--- src/rtl/wdt_pkg.sv ---
package wdt_pkg;
  localparam logic [7:0] KEY_FIRST  = 8'h1E;
  localparam logic [7:0] KEY_SECOND = 8'hE1;
  localparam logic       ADDR_CFG   = 1'b0;
  localparam logic       ADDR_SVC   = 1'b1;

  typedef enum logic [1:0] {
    MD_RUN   = 2'd0,
    MD_IDLE  = 2'd1,
    MD_PDOWN = 2'd2,
    MD_WAKE  = 2'd3
  } wdt_mode_e;
endpackage

--- src/rtl/wdt_mode.sv ---
module wdt_mode
  import wdt_pkg::*;
(
  input  logic clk,
  input  logic rst_n,
  input  logic idle_i,
  input  logic pdown_i,
  input  logic ext_int_n,
  output logic freeze_o
);
  logic      hold_q, hold_d;
  wdt_mode_e mode;

  // A wake hold is armed by power-down and released once the interrupt line is high
  always_comb begin
    hold_d = hold_q;
    if (pdown_i)        hold_d = 1'b1;
    else if (ext_int_n) hold_d = 1'b0;
  end

  always_ff @(posedge clk or negedge rst_n) begin
    if (!rst_n) hold_q <= 1'b0;
    else        hold_q <= hold_d;
  end

  always_comb begin
    if (pdown_i)                 mode = MD_PDOWN;
    else if (hold_q && !ext_int_n) mode = MD_WAKE;
    else if (idle_i)             mode = MD_IDLE;
    else                         mode = MD_RUN;
  end

  assign freeze_o = (mode == MD_PDOWN) || (mode == MD_WAKE);
endmodule

--- src/rtl/wdt_svc.sv ---
module wdt_svc
  import wdt_pkg::*;
#(
  parameter int DATA_W = 8
) (
  input  logic              clk,
  input  logic              rst_n,
  input  logic              wr_en,
  input  logic              wr_addr,
  input  logic [DATA_W-1:0] wr_data,
  output logic              kick_o
);
  logic armed_q, armed_d;
  logic svc_wr;

  assign svc_wr = wr_en && (wr_addr == ADDR_SVC);
  assign kick_o = svc_wr && armed_q && (wr_data == DATA_W'(KEY_SECOND));

  always_comb begin
    armed_d = armed_q;
    if (wr_en) armed_d = svc_wr && (wr_data == DATA_W'(KEY_FIRST));
  end

  always_ff @(posedge clk or negedge rst_n) begin
    if (!rst_n) armed_q <= 1'b0;
    else        armed_q <= armed_d;
  end
endmodule

--- src/rtl/wdt_core.sv ---
module wdt_core
  import wdt_pkg::*;
#(
  parameter int DATA_W   = 8,
  parameter int SEL_W    = 3,
  parameter int BASE_EXP = 14,
  localparam int NSEL    = 1 << SEL_W,
  localparam int CNT_W   = BASE_EXP + NSEL - 1
) (
  input  logic              clk,
  input  logic              rst_n,
  input  logic              mc_en,
  input  logic              freeze,
  input  logic              kick,
  input  logic              wr_en,
  input  logic              wr_addr,
  input  logic [DATA_W-1:0] wr_data,
  output logic              rst_req_o,
  output logic [DATA_W-1:0] cfg_rd_o,
  output logic [CNT_W-1:0]  cnt_o,
  output logic              run_o,
  output logic [SEL_W-1:0]  sel_o
);
  logic [CNT_W-1:0] cnt_q, cnt_d;
  logic [SEL_W-1:0] sel_q, sel_d;
  logic             run_q, run_d;
  logic             req_q, req_d;
  logic [CNT_W-1:0] last_tab [NSEL];
  logic [CNT_W-1:0] last_val;
  logic             advance, expire;

  // Count value on which the final strobe lands: 2^(BASE_EXP+i) - 2
  for (genvar g = 0; g < NSEL; g++) begin : g_lim
    assign last_tab[g] = CNT_W'((64'd1 << (BASE_EXP + g)) - 64'd2);
  end

  assign last_val = last_tab[sel_q];
  assign advance  = run_q && mc_en && !freeze;
  assign expire   = advance && (cnt_q == last_val);

  always_comb begin
    cnt_d = cnt_q;
    run_d = run_q;
    sel_d = sel_q;
    req_d = req_q;
    if (mc_en) req_d = 1'b0;
    if (kick) begin
      cnt_d = '0;
      run_d = 1'b1;
    end else if (expire) begin
      cnt_d = '0;
      run_d = 1'b0;
      req_d = 1'b1;
    end else if (advance) begin
      cnt_d = cnt_q + 1'b1;
    end
    if (wr_en && (wr_addr == ADDR_CFG) && !run_q) sel_d = wr_data[SEL_W-1:0];
  end

  always_ff @(posedge clk or negedge rst_n) begin
    if (!rst_n) begin
      cnt_q <= '0;
      run_q <= 1'b0;
      sel_q <= '0;
      req_q <= 1'b0;
    end else begin
      cnt_q <= cnt_d;
      run_q <= run_d;
      sel_q <= sel_d;
      req_q <= req_d;
    end
  end

  assign rst_req_o = req_q;
  assign cfg_rd_o  = {{(DATA_W-SEL_W){1'b0}}, sel_q};
  assign cnt_o     = cnt_q;
  assign run_o     = run_q;
  assign sel_o     = sel_q;
endmodule

--- src/rtl/wdog_pd.sv ---
module wdog_pd
  import wdt_pkg::*;
#(
  parameter int DATA_W   = 8,
  parameter int SEL_W    = 3,
  parameter int BASE_EXP = 14,
  localparam int CNT_W   = BASE_EXP + (1 << SEL_W) - 1
) (
  input  logic              clk,
  input  logic              rst_n,
  input  logic              mc_en,
  input  logic              wr_en,
  input  logic              wr_addr,
  input  logic [DATA_W-1:0] wr_data,
  input  logic              idle_i,
  input  logic              pdown_i,
  input  logic              ext_int_n,
  output logic              rst_req,
  output logic [DATA_W-1:0] cfg_rd
);
  logic [1:0]       rst_sync_q;
  logic             rst_int_n;
  logic             freeze_w, kick_w, run_w;
  logic [CNT_W-1:0] cnt_w;
  logic [SEL_W-1:0] sel_w;

  always_ff @(posedge clk or negedge rst_n) begin
    if (!rst_n) rst_sync_q <= 2'b00;
    else        rst_sync_q <= {rst_sync_q[0], 1'b1};
  end
  assign rst_int_n = rst_sync_q[1];

  wdt_mode u_mode (
    .clk(clk), .rst_n(rst_int_n), .idle_i(idle_i), .pdown_i(pdown_i),
    .ext_int_n(ext_int_n), .freeze_o(freeze_w)
  );

  wdt_svc #(.DATA_W(DATA_W)) u_svc (
    .clk(clk), .rst_n(rst_int_n), .wr_en(wr_en), .wr_addr(wr_addr),
    .wr_data(wr_data), .kick_o(kick_w)
  );

  wdt_core #(.DATA_W(DATA_W), .SEL_W(SEL_W), .BASE_EXP(BASE_EXP)) u_core (
    .clk(clk), .rst_n(rst_int_n), .mc_en(mc_en), .freeze(freeze_w),
    .kick(kick_w), .wr_en(wr_en), .wr_addr(wr_addr), .wr_data(wr_data),
    .rst_req_o(rst_req), .cfg_rd_o(cfg_rd), .cnt_o(cnt_w), .run_o(run_w),
    .sel_o(sel_w)
  );
endmodule

--- config.mk ---
export PLATFORM = sky130hd
export DESIGN_NAME = wdog_pd
export DESIGN_NICKNAME = d
export VERILOG_FILES = /design/src/rtl/wdt_pkg.sv /design/src/rtl/wdt_mode.sv /design/src/rtl/wdt_svc.sv /design/src/rtl/wdt_core.sv /design/src/rtl/wdog_pd.sv
export SDC_FILE = /design/constraint.sdc
export NUM_CORES = 1
export LEC_CHECK = 0
export BUFFER_PORTS_ARGS = -buffer_cell sky130_fd_sc_hd__buf_2
export CAP_MARGIN = 20
export CORE_ASPECT_RATIO = 1.25
export CORE_UTILIZATION = 30
export CTS_CLUSTER_DIAMETER = 30
export DETAILED_ROUTE_END_ITERATION = 6
export PLACE_DENSITY = 0.58
export RECOVER_POWER = 50
export SLEW_MARGIN = 0
export SYNTH_ARGS = -nofsm -noshare
export SYNTH_HDL_FRONTEND = slang
export SYNTH_SLANG_ARGS = --single-unit
--- constraint.sdc ---
create_clock -name clk -period 2.5 [get_ports clk]
set_input_delay 0.25 -clock clk [delete_from_list [all_inputs] [get_ports clk]]
set_output_delay 0.25 -clock clk [all_outputs]
set_load 0.1 [all_outputs]
==> results.md <==
* Run status: complete, but fails checks
* Failing checks: DRC, capacitance limit, slew limit
* Die span in y at just under 90 microns
* R2r startpoint: u_core.sel_o[1]
* Reg2reg setup slack at 0.39 ns
* Synth Area in XOR/XNOR at 0.0632
* Async set-reset flop share out of synthesis at 1.00
* Setup TNS Final at 0 ns
* Synth Instances at 187
* CTS sink cnt at 30
* CTS tree: done
* CP endpoint: u_core.cnt_o[16]
* Max-slew violations at 29
* Total power at about 1100 uW
* Top-area cell type share of the netlist area at 0.417
* CP cell instances: nor2_1 -> xor2_1 -> a311o_1 -> a311oi_2 -> nand4_1 -> mux2i_1
* Pre-CTS setup slack at 0.412 ns
* Post-synthesis sequential area ratio at 0.417
* Slowest stage delay, CP at roughly 0.55 ns
* Compound-Gate Fraction of Synth Area at 0.124
* N_diodes at 0
* H-tree depth at 2
* CTS max path bufs at 2
* Commonest non-fill, non-tap cell in the layout: dfrtp_1
* Iteration-0 DRC Markers at 53
* Placer congestion estimate at around 0.78
* RSZ-0062 raised after global routing: no
* Final worst-path cycle share at 0.843
* Area leader, netlist: dfrtp_1
* Max FO, Critical Path at 9
* Routed Antenna Nets at 0
* Synthesized area at about 1800 sq um
* Vias per inst at 5.16
* Largest net degree at the start of global routing at 29
* PD cells at around 530 nW/um^2
* Setup bufs post-CTS at 0
* # rows at 31
* Area Growth Syn to Fin at 13.0%
* Crit path from: u_core.sel_o[1]
* Setup crit start kind: flip-flop
* Total gr overflow at 0
* Post-synth EDFFs at 0
* I/O pin cnt at 25
* Top_reg_cell synth: dfrtp_1
* Vias in the first global route at roughly 1300
* Bufs and invs on worst path at 0
* Top post-synthesis cells by area: dfrtp_1 42%, xor2_1 4.9%, nand3_1 4.7%
* GRT Util Overall at 0.121
* Max Cap Viol at 1
* Total CTS buffers at 5
* Initial antenna violation count at 0
* Slew @ Worst Pin at about 1.5 ns
* Post-synthesis cell type count at between 50 and 60
* Global-route wire length before repair at 5.87 mm
* Final setup vio count at 0
* Later-pin clock latency in the skew report at around 0.28 ns
* Number of buffers added on ports at 18
* WL final at approximately 3.5 mm
* Core area at roughly 5800 sq um
* Critical Path RT at ~2.7 ns
* Count of state elements after synthesis at 30
* Hold Crit Class: input port to flip-flop
* Most frequent cells in the layout: 29 x dfrtp_1, 17 x nand3_1, 17 x buf_2
* Critical path class: flip-flop to flip-flop
* Multiplexer share of the synthesized area at 0.0465
* CTS Root Cell: clkbuf_8
* Starting Density at 0.312
* Via count at ~1400
* Number of remaining DRC errors at 3
* Clk pin slew, worst setup/hold paths at roughly 0.07 ns
* Avg WL per Cell at 12.8 microns
* Ys Warns at 0
* Post-Synth Adder-Cell Area at 0.0139
* Layout Skew at about 0.0073 ns
* Fmax at 474 MHz
* Layout cells sized above 1 at 0.229
* RR Endpoint: u_core.cnt_o[16]
* Final Worst Setup Slack at 0.392 ns
* First-pass detailed-route iteration total at 6
* Die width at just over 70 microns
* Crit path time final at 2.11 ns
* Rel. slew slack at -0.0266
* Cts hold-fix bufs at 1
* Crit-path leading delay family: compound AO/OA/AOI/OAI gates
* Post-CTS sizing at 0
* Pleak at around 0.00089 uW
* Post-DP HPWL at ~2.5 mm
* Post-layout net count at ~230
* Crit-path slowest cell: a311oi_2
* Final hold vios at 0
* Syn Area/Cell at between 9 and 10 sq um
* Crit path capture type: flip-flop
* Worst Path Arrival at ~2.3 ns
* Maximum vdd drop at ~0.17 mV
* Die ar. at approximately 6300 sq um
* R2R depth at 6
* Post-synthesis simple-gate area fraction at 0.276
* Crit path depth at 6
* Largest family of logic cells by synthesized area: simple AND/OR/NAND/NOR gates
[power breakdown]
part / internal (uW) / total (uW) / switching [uW]
Combinational: 35.7 / 163 / 127
Clock: 222 / 406 / 185
Sequential: 496 / 514 / 17.8
Total: 753 / 1080 / 330
[synth_stat cells (3+ instances only)]
cell     number
mux2_2        3
xor2_1       10
dfrtp_1      30
nor4_1        3
inv_1         5
xnor2_1       3
nor2_2        3
buf_4         7
a21oi_1      10
a31oi_1       5
mux2i_1       5
nor3_1        3
and3_1        3
nand3_1      17
nor2_1       13
nand2_1      14
o21ai_1       3
nand4_1       6
[cells by family after synthesis]
family                     Yosys count
DFF                                 30
muxes                                8
adders and majority gates            2
other                                2
xor gates and xnor gates            13
and+or+nand+nor                     85
buffers and inverters               17
AOI/OAI and AO/OA                   30
[per-layer routing]
metal,track usage,vias to the layer above,routed length (microns)
li1,-,709,-
met1,0.146,680,1630
met2,0.202,28,1700
met3,0.0308,6,123
met4,0.0545,0,69
met5,0,-,0
[layout make-up]
class	count	area [sq um]
sequential	30	752
timing repair buffer	23	125
clock inverter	1	5.00
tap	66	82.6
inverter	5	18.8
multi-input combinational	144	966
clock buffer	7	86.3
fill	588	3740
[stage by stage]
step	instances	util	hold slack [ns]	area (sq um)
after CTS	276	0.353	0.167	2040
after global placement	267	0.336	0.0361	1940
after floorplan	191	-	-0.0456	1820
after global routing	276	0.352	0.178	2040
final	276	0.352	0.176	2040
after detailed placement	267	0.336	0.0369	1940
[worst min path at each step]
stage,from,slack (ns),cells past startpoint,endpoint
floorplan,rst_n,-0.05,0,rst_sync_q[0]
global placement,rst_n,0.04,1,rst_sync_q[0]
detailed placement,rst_n,0.04,1,rst_sync_q[0]
CTS,mc_en,0.17,2,u_core.rst_req_o
global route,mc_en,0.18,2,u_core.rst_req_o
finish,mc_en,0.18,2,u_core.rst_req_o
[flip-flops by register name, summed over array words and instances (netlist names)]
signal	count
u_core.cnt_o	21
u_svc.armed_q	1
u_core.run_o	1
rst_sync_q	2
u_mode.hold_q	1
u_core.sel_o	3
u_core.rst_req_o	1
Note: power is estimated with default switching activity, not from simulation.
